`config.mk`:
```
export PLATFORM = sky130hd
export DESIGN_NAME = cu_reset_seq
export DESIGN_NICKNAME = d
export VERILOG_FILES = /design/src/rtl/cu_rst_pkg.sv /design/src/rtl/cu_rst_timer.sv /design/src/rtl/cu_rst_target.sv /design/src/rtl/cu_reset_seq.sv
export SDC_FILE = /design/constraint.sdc
export NUM_CORES = 1
export LEC_CHECK = 0
export BUFFER_PORTS_ARGS = -buffer_cell sky130_fd_sc_hd__buf_2
export CAP_MARGIN = 10
export CORE_MARGIN = 2
export CORE_UTILIZATION = 47
export CTS_CLUSTER_DIAMETER = 40
export CTS_CLUSTER_SIZE = 8
export DETAILED_ROUTE_END_ITERATION = 7
export PLACE_DENSITY = 0.86
export SETUP_SLACK_MARGIN = 0.4
export SLEW_MARGIN = 40
export SYNTH_ARGS = -nofsm -noshare
export SYNTH_HDL_FRONTEND = slang
export SYNTH_SLANG_ARGS = --single-unit
```
`constraint.sdc`:
```
create_clock -name clk -period 1.64 [get_ports clk]
set_input_delay 0.082 -clock clk [delete_from_list [all_inputs] [get_ports clk]]
set_output_delay 0.082 -clock clk [all_outputs]
set_load 0.03 [all_outputs]
```
`src/rtl/cu_rst_pkg.sv`:
```
package cu_rst_pkg;

    typedef enum logic [1:0] {
        RS_IDLE = 2'd0,
        RS_UNIT = 2'd1,
        RS_DEV  = 2'd2
    } rs_mode_e;

    // channel status byte bits
    localparam logic [7:0] ST_MODIFIER = 8'h40;
    localparam logic [7:0] ST_BUSY     = 8'h10;
    localparam logic [7:0] ST_CU_BUSY  = ST_MODIFIER | ST_BUSY;

endpackage

```
`src/rtl/cu_rst_timer.sv`:
```
module cu_rst_timer #(
    parameter int CYCLES = 16,
    localparam int CNT_W = (CYCLES > 1) ? $clog2(CYCLES) : 1
) (
    input  logic clk,
    input  logic rst_n,
    input  logic load,
    output logic running,
    output logic expire
);

    typedef struct packed {
        logic             run;
        logic [CNT_W-1:0] cnt;
    } tmr_t;

    localparam logic [CNT_W-1:0] LAST = CNT_W'(CYCLES - 1);

    tmr_t tmr_d, tmr_q;

    always_comb begin
        tmr_d  = tmr_q;
        expire = 1'b0;
        if (load) begin
            tmr_d.run = 1'b1;
            tmr_d.cnt = LAST;
        end else if (tmr_q.run) begin
            if (tmr_q.cnt == '0) begin
                tmr_d.run = 1'b0;
                expire    = 1'b1;
            end else begin
                tmr_d.cnt = tmr_q.cnt - 1'b1;
            end
        end
    end

    always_ff @(posedge clk or negedge rst_n) begin
        if (!rst_n) tmr_q <= '0;
        else        tmr_q <= tmr_d;
    end

    assign running = tmr_q.run;

endmodule

```
`src/rtl/cu_rst_target.sv`:
```
module cu_rst_target #(
    parameter int NUM_DEV = 8,
    localparam int DEV_W = (NUM_DEV > 1) ? $clog2(NUM_DEV) : 1
) (
    input  logic               all_en,
    input  logic               one_en,
    input  logic [DEV_W-1:0]   dev_idx,
    output logic [NUM_DEV-1:0] clr_vec
);

    for (genvar g = 0; g < NUM_DEV; g++) begin : g_dev
        assign clr_vec[g] = all_en | (one_en & (dev_idx == DEV_W'(g)));
    end

endmodule

```
`src/rtl/cu_reset_seq.sv`:
```
module cu_reset_seq
    import cu_rst_pkg::*;
#(
    parameter int NUM_DEV      = 8,
    parameter int RESET_CYCLES = 16,
    localparam int DEV_W = (NUM_DEV > 1) ? $clog2(NUM_DEV) : 1
) (
    input  logic               clk,
    input  logic               rst_n,
    input  logic               unit_rst_req,
    input  logic               dev_rst_req,
    input  logic [DEV_W-1:0]   active_dev,
    input  logic               sel_strobe,
    input  logic [NUM_DEV-1:0] dev_ready,
    output logic [NUM_DEV-1:0] dev_clear,
    output logic               unit_clear,
    output logic               busy,
    output logic               poll_en,
    output logic               cue_req,
    output logic               resp_valid,
    output logic [7:0]         resp_status,
    output logic [NUM_DEV-1:0] ready_hold
);

    typedef struct packed {
        rs_mode_e           mode;
        logic               refused;
        logic [NUM_DEV-1:0] clr;
        logic               uclr;
        logic               cue;
        logic               rvalid;
        logic [7:0]         rstat;
        logic [NUM_DEV-1:0] rdy;
    } seq_t;

    seq_t st_d, st_q;

    logic               start_unit, start_dev, tmr_load;
    logic               tmr_running, tmr_expire;
    logic [NUM_DEV-1:0] clr_vec;

    assign busy       = (st_q.mode != RS_IDLE);
    assign start_unit = unit_rst_req;
    assign start_dev  = dev_rst_req & ~unit_rst_req & ~busy;
    assign tmr_load   = start_unit | start_dev;

    cu_rst_timer #(.CYCLES(RESET_CYCLES)) u_timer (
        .clk     (clk),
        .rst_n   (rst_n),
        .load    (tmr_load),
        .running (tmr_running),
        .expire  (tmr_expire)
    );

    cu_rst_target #(.NUM_DEV(NUM_DEV)) u_target (
        .all_en  (start_unit),
        .one_en  (start_dev),
        .dev_idx (active_dev),
        .clr_vec (clr_vec)
    );

    always_comb begin
        st_d        = st_q;
        st_d.clr    = clr_vec;
        st_d.uclr   = start_unit;
        st_d.cue    = 1'b0;
        st_d.rvalid = sel_strobe & busy;
        st_d.rstat  = (sel_strobe & busy) ? ST_CU_BUSY : 8'h00;
        st_d.rdy    = dev_ready;
        if (start_unit) begin
            st_d.mode    = RS_UNIT;
            st_d.refused = 1'b0;
        end else if (start_dev) begin
            st_d.mode    = RS_DEV;
            st_d.refused = 1'b0;
        end else if (busy) begin
            if (sel_strobe) st_d.refused = 1'b1;
            if (tmr_expire) begin
                st_d.mode    = RS_IDLE;
                st_d.cue     = (st_q.mode == RS_UNIT) | st_q.refused | sel_strobe;
                st_d.refused = 1'b0;
            end
        end
    end

    always_ff @(posedge clk or negedge rst_n) begin
        if (!rst_n) st_q <= '{mode: RS_IDLE, default: '0};
        else        st_q <= st_d;
    end

    assign dev_clear   = st_q.clr;
    assign unit_clear  = st_q.uclr;
    assign poll_en     = ~busy;
    assign cue_req     = st_q.cue;
    assign resp_valid  = st_q.rvalid;
    assign resp_status = st_q.rstat;
    assign ready_hold  = st_q.rdy;

endmodule

```
# After elaboration in Yosys (flattened, before gate mapping)
# Cells that the tools add are included.
dict set report op_classes {
  add_sub_neg 1
  n_eq_ne 9
  muxes 17
  bitwise 24
  n_reduce_logical 10
}
# cell count
set op_table {}
lappend op_table {{== test 3 bit (second input constant)} 4}
lappend op_table {{2-to-1 mux 3 bit} 4}
lappend op_table {{AND 1 bit} 11}
lappend op_table {{bitwise OR 1 bit} 11}
lappend op_table {{2-to-1 mux 5 bit} 2}
lappend op_table {{2-to-1 mux 1 bit} 9}
lappend op_table {{2-to-1 mux 7 bit} 1}
lappend op_table {{== test 3 x 2 -> 1 bit (second input constant)} 2}
lappend op_table {{AND reduction 2 bit} 3}
lappend op_table {{nonzero test 3 bit} 2}
lappend op_table {{logical NOT 4 bit} 1}
lappend op_table {{2-to-1 mux 4 bit} 1}
lappend op_table {{nonzero test 2 bit} 2}
lappend op_table {{nonzero test 4 bit} 1}
lappend op_table {{subtractor 4 x 1 -> 4 bit (second input constant)} 1}
lappend op_table {{== test 3 x 1 -> 1 bit (second input constant)} 1}
lappend op_table {{logical NOT 3 bit} 1}
lappend op_table {{== test 2 x 1 -> 1 bit (second input constant)} 1}
lappend op_table {{inequality test 2 bit (second input constant)} 1}
lappend op_table {{inverter 1 bit} 2}
dict set report totals {
  reg_bits 34
  inputBits 16
  output_inout_bits 29
}

# Longest topological paths before layout
# Gate-level depths: netlist of run 1.
dict set report logic_depth {
  depth_word 9
  ltp_mapped 6
  depth_no_buf 5
}

# Modules after synthesis
# From an unflattened synthesis of run 1, not the netlist that was laid out.
dict set report hier_totals {
  hier_cells 101
  area_unflattened_um2 1201.2
}
# module instances cells_per_inst area_each_um2
set modules_own_cells {}
lappend modules_own_cells {cu_reset_seq 1 62 830.8}
lappend modules_own_cells {cu_rst_timer 1 26 264.0}
lappend modules_own_cells {cu_rst_target 1 13 106.4}

# Worst setup path before layout of run 1
# OpenSTA, ideal clock, no wires.
dict set report synth_path {
  path_type {register to register}
  start {register st_q[28] in the netlist's numbering}
  end {register st_q[27] in the netlist's numbering}
  setup_ps 123
  t_arrival_ps 1585
  t_required_ps 1517
  setup_slack_ps -68
  path_stages_with_launch 5
  synth_period_minus_slack_ps 1708
  path_cell_list {dfrtp_1 -> nor2_1 -> inv_2 -> and2_1 -> o221a_1}
}
dict set report synth_via {
  elab_chain_cells 9
  elab_cells_between_ends 12
  classes_between {mux (5); bitwise (3); reduce/logical (4)}
}
# element line_no
set synth_rtl {}
lappend synth_rtl {{from (decl)} cu_reset_seq.sv:36} ;# seq_t st_d, st_q;
lappend synth_rtl {{from (signal assigned)} cu_reset_seq.sv:88} ;# else st_q <= st_d;
lappend synth_rtl {{nonzero test 2 bit *} cu_reset_seq.sv:42} ;# assign busy = (st_q.mode != RS_IDLE);
lappend synth_rtl {{inverter 1 bit *} n/a}
lappend synth_rtl {{net poll_en} cu_reset_seq.sv:18} ;# output logic poll_en,
lappend synth_rtl {{AND 1 bit *} cu_reset_seq.sv:44} ;# assign start_dev = dev_rst_req & ~unit_rst_req & ~busy;
lappend synth_rtl {{bitwise OR 1 bit} cu_reset_seq.sv:45} ;# assign tmr_load = start_unit | start_dev;
lappend synth_rtl {{2-to-1 mux 1 bit} cu_rst_timer.sv:24} ;# if (load) begin
lappend synth_rtl {{2-to-1 mux 3 bit} cu_reset_seq.sv:78} ;# if (tmr_expire) begin
lappend synth_rtl {{2-to-1 mux 3 bit} cu_reset_seq.sv:76} ;# end else if (busy) begin
lappend synth_rtl {{2-to-1 mux 3 bit} cu_reset_seq.sv:73} ;# end else if (start_dev) begin
lappend synth_rtl {{2-to-1 mux 3 bit} cu_reset_seq.sv:70} ;# if (start_unit) begin
# Mark *: on every way through the listed nets, which the timed path passes. The rest lies on a longest branch. The select of a mux whose other input is x is not followed.
# A chain may end at the register's enable or synchronous reset.

# Final worst setup path of run 1
dict set report layout_path {
  start {register u_timer.tmr_q[0] in the netlist's numbering}
  end {register u_timer.tmr_q[3] in the netlist's numbering}
}
dict set report layout_via {
  elab_chain_cells 4
  elab_cells_between_ends 7
  classes_between {add/sub (1); eq/ne (1); mux (3); reduce/logical (2)}
}
# element line_no
set layout_rtl {}
lappend layout_rtl {{from (decl)} cu_rst_timer.sv:19} ;# tmr_t tmr_d, tmr_q;
lappend layout_rtl {{from (signal assigned)} cu_rst_timer.sv:39} ;# else tmr_q <= tmr_d;
lappend layout_rtl {{subtractor 4 x 1 -> 4 bit} cu_rst_timer.sv:32} ;# tmr_d.cnt = tmr_q.cnt - 1'b1;
lappend layout_rtl {{2-to-1 mux 4 bit} cu_rst_timer.sv:28} ;# if (tmr_q.cnt == '0) begin
lappend layout_rtl {{2-to-1 mux 5 bit} cu_rst_timer.sv:27} ;# end else if (tmr_q.run) begin
lappend layout_rtl {{2-to-1 mux 5 bit} cu_rst_timer.sv:24}
# Parallel ways exist; a longest one is shown, timed or not. The select of a mux whose other input is x is not followed.

==> summary.md, run 1 <==
| Metric | Value |
|---|---|
| Synth area leader | `dfrtp_1` |
| Simple-gate area share of the yosys netlist | `11.6%` |
| Fin cells | `167` |
| CP Max Fanout | `7` |
| Arrival time worst endpoint | `1680 ps` |
| IO Pins | `45` |
| Outcome | `finished, final reports clean` |
| Remaining global-route overflow | `0` |
| Synth async-reset ratio | `100%` |
| CTS Root Buffer Type | `clkbuf_4` |
| PnR Total Power | `1220 uW` |
| Dominant cells by area after synthesis | `dfrtp_1 (58%), buf_4 (16%), a31o_1 (3.8%), a21o_1 (2.6%), nor2b_1 (1.6%)` |
| Hold Path Cell Cnt | `2` |
| Setup TNS | `0 ps` |
| Unrepaired setup endpoints after global routing | `true` |
| WL per Instance | `14.2 um` |
| Delay of the slowest critical-path stage | `420 ps` |
| Final GP Congestion | `0.678` |
| Synth Area in Compound Gates | `11.0%` |
| Max IR drop VDD | `0.520 mV` |
| Hold Path End | `resp_status[4]` |
| Area of the core | `2410 um2` |
| Cells after Synth | `100` |
| Worst-margin pin slew | `589 ps` |
| # diodes | `0` |
| Core Rows | `18` |
| Largest net degree at the start of global routing | `28` |
| Final max-slew violation count | `0` |
| Part of the power in combinational logic | `18.7%` |
| Synth Flop Type | `dfrtp_1` |
| Mux contribution to synthesized area | `0%` |
| Worst r2r src | `u_timer.tmr_q[0]` |
| Largest family of logic cells by synthesized area | `buffers and inverters` |
| Reg power frac | `58.2%` |
| Layout cell share with drive strength beyond 1 | `a little under 50%` |
| Die width | `roughly 54 um` |
| Leakage | `0.000716 uW` |
| Slew HR | `between 60% and 70%` |
| H-tree depth | `1` |
| Reg-to-reg critical path endpoint | `u_timer.tmr_q[3]` |
| Post-layout nets | `155` |
| Post-Place Cells | `147` |
| Pwr per Cell Area | `802 nW/um2` |
| DR vias | `811` |
| Post-synthesis cell area | `about 1200 um2` |
| Yosys warnings | `0` |
| Yosys cell types | `27` |
| Sequential fraction of the synthesis area | `~58%` |
| # clock sinks | `27` |
| DR vias/cell | `4.86` |
| Top cell type's share of synthesized area | `58.2%` |
| Hold Violations, Final | `0` |
| Post-layout minimum cycle time | `1420 ps` |
| Overall Global Routing Usage | `around 16%` |
| Synth Area in XOR/XNOR | `0%` |
| Psw | `338 uW` |
| Clk pin slew, worst setup/hold paths | `~140 ps` |
| Hpwl dp | `1.47 mm` |
| R2R depth | `5` |
| Antenna violations before repair | `0` |
| Clock skew | `roughly 9.9 ps` |
| CP Launch Type | `flip-flop` |
| Int Pwr | `879 uW` |
| First-pass GRT wire length | `3.25 mm` |
| Final Util | `a little over three fifths` |
| Max-cap violation count | `0` |
| Max Freq | `about 0.7 GHz` |
| Worst Min Path Start | `sel_strobe` |
| Cell chain of the critical path | `inv_2 -> ha_4 -> or3b_4 -> a31o_1 -> nand3_1` |
| Area grow syn2layout | `30.7%` |
| CP max-delay cell | `dfrtp_1` |
| Final setup viols | `0` |
| Clk network pwr share | `23.1%` |
| Maximum clock path buffer count | `2` |
| Starting Density | `48.2%` |
| Period utilisation layout | `86.7%` |
| Pre-antenna DRT Iters | `4` |
| Worst Setup End Kind | `flip-flop` |
| Cts bufs inserted | `3` |
| Crit Path Class | `reg2reg` |
| CTS tree | `built` |
| Vias in the first global route | `743` |
| Most numerous cell in the Yosys netlist | `dfrtp_1` |
| Vert. Die Dim | `roughly 54 um` |
| Die area | `2880 um2` |
| Final WL | `2.37 mm` |
| Post-synthesis adder-cell area fraction | `under 10%` |
| Switch share | `27.8%` |
| DR iter-0 viols | `6` |
| FF-to-FF setup slack | `roughly 220 ps` |
| Hold WC Path Type | `in2reg` |
| Data required time at the worst endpoint | `1900 ps` |
| Insertion delay of the later-clocked pin in the worst-skew pair | `320 ps` |
| DRC | `0` |
| #FFs+latches synth | `27` |
| Mapped Avg Cell Area | `about 12 um2` |
| Post-route ant nets | `0` |
| Post-synth EDFFs | `0` |
| Top cells by count, synth | `dfrtp_1 (27), buf_4 (24), a31o_1 (5)` |
| Port bufs | `38` |
[critical path: cells and delay by family (launching register included)]
kind | cells | cell delay, ps
DFF | 1 | 420
buffers and inverters | 1 | 80
and+or+nand+nor | 2 | 490
adders and majority gates | 1 | 130
AOI/OAI and AO/OA | 1 | 230
[registers in the layout (all words and copies together), names as in the netlist]
name and cells:
resp_status 1, cue_req 1, u_timer.tmr_q 4, unit_clear 1, u_timer.running 1, dev_clear 8
st_q 3, ready_hold 8
[cell type report]
class,count,area (um2)
repair buffers,55,363
fillers,179,892
multi-input cells,47,398
inverters,4,15.0
clock buffers,4,26.3
well taps,30,37.5
flip-flops and latches,27,678
[through the flow]
| step | cell area, um2 | hold WS (ps) | setup slack [ps] |
|---|---|---|---|
| floorplan | 1190 | -214 | 229 |
| global placement | 1230 | 101 | 217 |
| detailed placement | 1230 | 118 | 106 |
| CTS | 1420 | 17.4 | 239 |
| global route | 1520 | 26.7 | 181 |
| finish | 1520 | 33.2 | 218 |
[power by group through the flow]
| stage | sequential, uW | combinational [uW] | clock, uW |
|---|---|---|---|
| finish | 708 | 228 | 281 |
| floorplan | 724 | 145 | 0 |
| global route | 712 | 246 | 318 |
| global placement | 719 | 168 | 0 |
| CTS | 708 | 214 | 283 |
| detailed placement | 721 | 174 | 0 |
[routing by layer]
layer | vias up | part of all wire (%) | GRT usage, %
met1 | 396 | 39 | 17.7
met5 | - | 0 | 0
met3 | 5 | 4.3 | 2.50
met2 | 27 | 55 | 30.5
met4 | 0 | 2.1 | 7.69
li1 | 383 | - | -
[timing repair]
item / CTS / global route
setup buffers: 3 / 3
hold endpoints to repair: 36 / 0
resized for setup: 10 / 17
pin swaps: 2 / 13
setup endpoints to repair: 12 / 15
hold buffers: 10 / 0
[kinds of logic after synthesis]
family	Yosys count
AOI/OAI and AO/OA	17
buffers and inverters	31
DFF	27
and+or+nand+nor	23
other	1
adders and majority gates	1
[cells in the final DEF, fill, tap and decap left out, types with 2 or more instances in the layout]
cell	instances
dfrtp_1	25
dlygate4sd3_1	10
a31o_1	5
buf_2	36
conb_1	6
dfrtp_2	2
and3_4	2
a21oi_2	3
inv_2	3
nand2_1	4
clkbuf_4	3
a21o_1	4
buf_6	4
buf_4	5
nor2b_1	2
nor2_1	2
[worst max path at each step]
stage | cells after the start | slack, ps | to | from
floorplan | 6 | 230 | u_timer.tmr_q[3] | u_timer.tmr_q[0]
global placement | 5 | 220 | u_timer.tmr_q[3] | u_timer.tmr_q[0]
detailed placement | 5 | 110 | u_timer.tmr_q[1] | u_timer.tmr_q[0]
CTS | 5 | 240 | u_timer.tmr_q[1] | u_timer.tmr_q[0]
global route | 5 | 180 | u_timer.tmr_q[3] | u_timer.tmr_q[0]
finish | 5 | 220 | u_timer.tmr_q[3] | u_timer.tmr_q[0]
Power figures use the tool's default switching activity.
==> run 2, diff against run 1 <==
--- a/config.mk
+++ b/config.mk
@@ -13,7 +13,7 @@
 export CTS_CLUSTER_SIZE = 8
 export DETAILED_ROUTE_END_ITERATION = 7
 export PLACE_DENSITY = 0.86
-export SETUP_SLACK_MARGIN = 0.4
+export SETUP_SLACK_MARGIN = 0.1
 export SLEW_MARGIN = 40
 export SYNTH_ARGS = -nofsm -noshare
 export SYNTH_HDL_FRONTEND = slang
==> run 2 against run 1 <==
  * Clock power down 2%
  * Hold slack lost 13 ps
  * Total power is 2.2% lower
  * Register-to-register slack got worse by 60 ps
  * Critical path depth stayed put
  * Maximum frequency decreased by 3.9%
  * Via count decreased by 3.5%
  * Cell area decreased by 8.9%
  * Highest routed layer unchanged
==> summary.md, run 2 (synthesis results as in run 1) <==
| Metric | Value |
|---|---|
| Die area | `slightly below 3000 um2` |
| Period utilisation layout | `90.2%` |
| Setup TNS | `0 ps` |
| # diodes | `0` |
| FF-to-FF setup slack | `160 ps` |
| Crit Path Class | `reg2reg` |
| Layout cell share with drive strength beyond 1 | `approximately two fifths` |
| Final worst slack | `between 150 and 200 ps` |
| Most frequent cells in the layout | `buf_2 (38), dfrtp_1 (27), dlygate4sd3_1 (10), conb_1 (6), a31o_1 (5)` |
| Arrival time worst endpoint | `1730 ps` |
| Pre-CTS setup slack | `75.7 ps` |
| Clk pin slew, worst setup/hold paths | `130 ps` |
| R2R depth | `5` |
| Hold Violations, Final | `0` |
| Remaining global-route overflow | `0` |
| Antenna violations before repair | `0` |
| Slew HR | `between 60 and 70%` |
| Hold Path End | `resp_status[4]` |
| Post-route ant nets | `0` |
| Final max-slew violation count | `0` |
| CTS Root Buffer Type | `clkbuf_4` |
| Worst-margin pin slew | `between 500 and 600 ps` |
| DR vias/cell | `4.80` |
| Outcome | `finished, final reports clean` |
| Busiest layer in global routing | `met2` |
| Post-layout minimum cycle time | `1480 ps` |
| Die width | `53.7 um` |
| Part of the power in combinational logic | `17.4%` |
| Final setup viols | `0` |
| Max Freq | `just under 0.7 GHz` |
| Commonest non-fill, non-tap cell in the layout | `buf_2` |
| Unrepaired setup endpoints after global routing | `false` |
| Insertion delay of the later-clocked pin in the worst-skew pair | `320 ps` |
| IO Pins | `45` |
| Worst Setup End Kind | `flip-flop` |
| Worst Min Path Start | `sel_strobe` |
| CP Launch Type | `flip-flop` |
| Max IR drop VDD | `0.603 mV` |
| Leakage | `0.000679 uW` |
| Overall Global Routing Usage | `14.9%` |
| Vert. Die Dim | `between 50 and 60 um` |
| Hold WC Path Type | `in2reg` |
| Data required time at the worst endpoint | `1890 ps` |
| Final GP Congestion | `0.668` |
| Core Rows | `18` |
| H-tree depth | `1` |
| Starting Density | `48.2%` |
| Hpwl dp | `1.35 mm` |
| CTS tree | `built` |
| CP Max Fanout | `7` |
| Area grow syn2layout | `19.1%` |
| Clk network pwr share | `23.1%` |
| Port bufs | `38` |
| Reg power frac | `59.5%` |
| Met3 GRT Util | `approximately 2.8%` |
| Largest net degree at the start of global routing | `28` |
| First-pass GRT wire length | `3.04 mm` |
| # clock sinks | `27` |
| DR iter-0 viols | `17` |
| Cts bufs inserted | `3` |
| Clock skew | `5.90 ps` |
| Hold Path Cell Cnt | `2` |
| Worst r2r src | `u_timer.tmr_q[1]` |
| DRC | `0` |
| Area of the core | `~2400 um2` |
| Int Pwr | `866 uW` |
| Met1 Resource Use GR | `18.4%` |
| Switch share | `27.3%` |
| DR vias | `slightly below 800` |
| Maximum clock path buffer count | `2` |
| Pre-antenna DRT Iters | `4` |
| Psw | `approximately 320 uW` |
| Reg-to-reg critical path endpoint | `u_timer.tmr_q[1]` |
| Final WL | `2.15 mm` |
| WL per Instance | `13.2 um` |
| Vias in the first global route | `669` |
| Met2 usage | `24.8%` |
| Max-cap violation count | `0` |
| Pwr per Cell Area | `861 nW/um2` |
| Post-layout nets | `151` |
run 2: cell types whose count changed in the layout (fill, tap and decap cells not counted), moves of 2 or more:
cell,previous run,this run
a21oi_2,3,0
dfrtp_2,2,0
buf_6,4,0
and3_1,0,2
a21oi_1,0,3
dfrtp_1,25,27
buf_4,5,3
and3_4,2,0
buf_2,36,38
run 2: area by class of cell:
| cell class | instances | area (um2) |
|---|---|---|
| fill | 185 | 1030 |
| sequential | 27 | 676 |
| multi-input combinational | 47 | 315 |
| timing repair buffer | 51 | 313 |
| tap | 30 | 37.5 |
| clock buffer | 4 | 26.3 |
| inverter | 4 | 15.0 |
run 2: power groups by stage:
| stage | sequential [uW] | combinational [uW] | clock [uW] |
|---|---|---|---|
| 4_1_cts | 707 | 196 | 278 |
| 5_1_grt | 712 | 225 | 315 |
| 3_3_place_gp | 719 | 166 | 0 |
| 2_1_floorplan | 724 | 145 | 0 |
| 6_report | 708 | 207 | 275 |
| 3_5_place_dp | 720 | 172 | 0 |
run 2: stage by stage:
stage | area [um2] | hold slack (ps) | cells | utilization, % | power (uW)
after floorplan | 1180 | -214 | 105 | - | 869
after global placement | 1220 | 94.8 | 146 | 50.6 | 885
after detailed placement | 1220 | 112 | 146 | 50.6 | 892
after CTS | 1360 | 15.2 | 161 | 56.2 | 1180
after global routing | 1380 | 18.7 | 163 | 57.4 | 1250
final | 1380 | 19.7 | 163 | 57.4 | 1190
run 2: metal layers:
| layer | routed length, um | share of wire (%) | vias to the layer above |
|---|---|---|---|
| met2 | 1100 | 51 | 35 |
| met5 | 0 | 0 | - |
| met1 | 856 | 40 | 368 |
| met3 | 119 | 5.5 | 7 |
| met4 | 72 | 3.3 | 0 |
| li1 | - | - | 373 |
run 2: how the worst max path moves through the flow:
stage / depth (start not counted) / start / endpoint / slack (ps)
after floorplan: 4 / st_q[28] / st_q[27] / 160
after global placement: 5 / u_timer.tmr_q[0] / u_timer.tmr_q[1] / 190
after detailed placement: 5 / u_timer.tmr_q[0] / u_timer.tmr_q[1] / 80
after CTS: 5 / u_timer.tmr_q[1] / u_timer.tmr_q[1] / 100
after global routing: 5 / u_timer.tmr_q[1] / u_timer.tmr_q[1] / 100
final: 5 / u_timer.tmr_q[1] / u_timer.tmr_q[1] / 160
run 2: what timing repair did:
item / 4_1_cts / 5_1_grt
endpoints found under the hold margin: 36 / 0
setup buffers: 1 / 2
gates resized for setup: 1 / 4
pin swaps: 0 / 1
hold buffers: 10 / 0
setup endpoints to repair: 3 / 3
run 2: worst max-delay path, cell delays in order, from the launching register on:
cell and delay, ps:
dfrtp_1 440, inv_2 80, ha_4 140, or3b_4 420, and3_1 210, o21ai_1 130
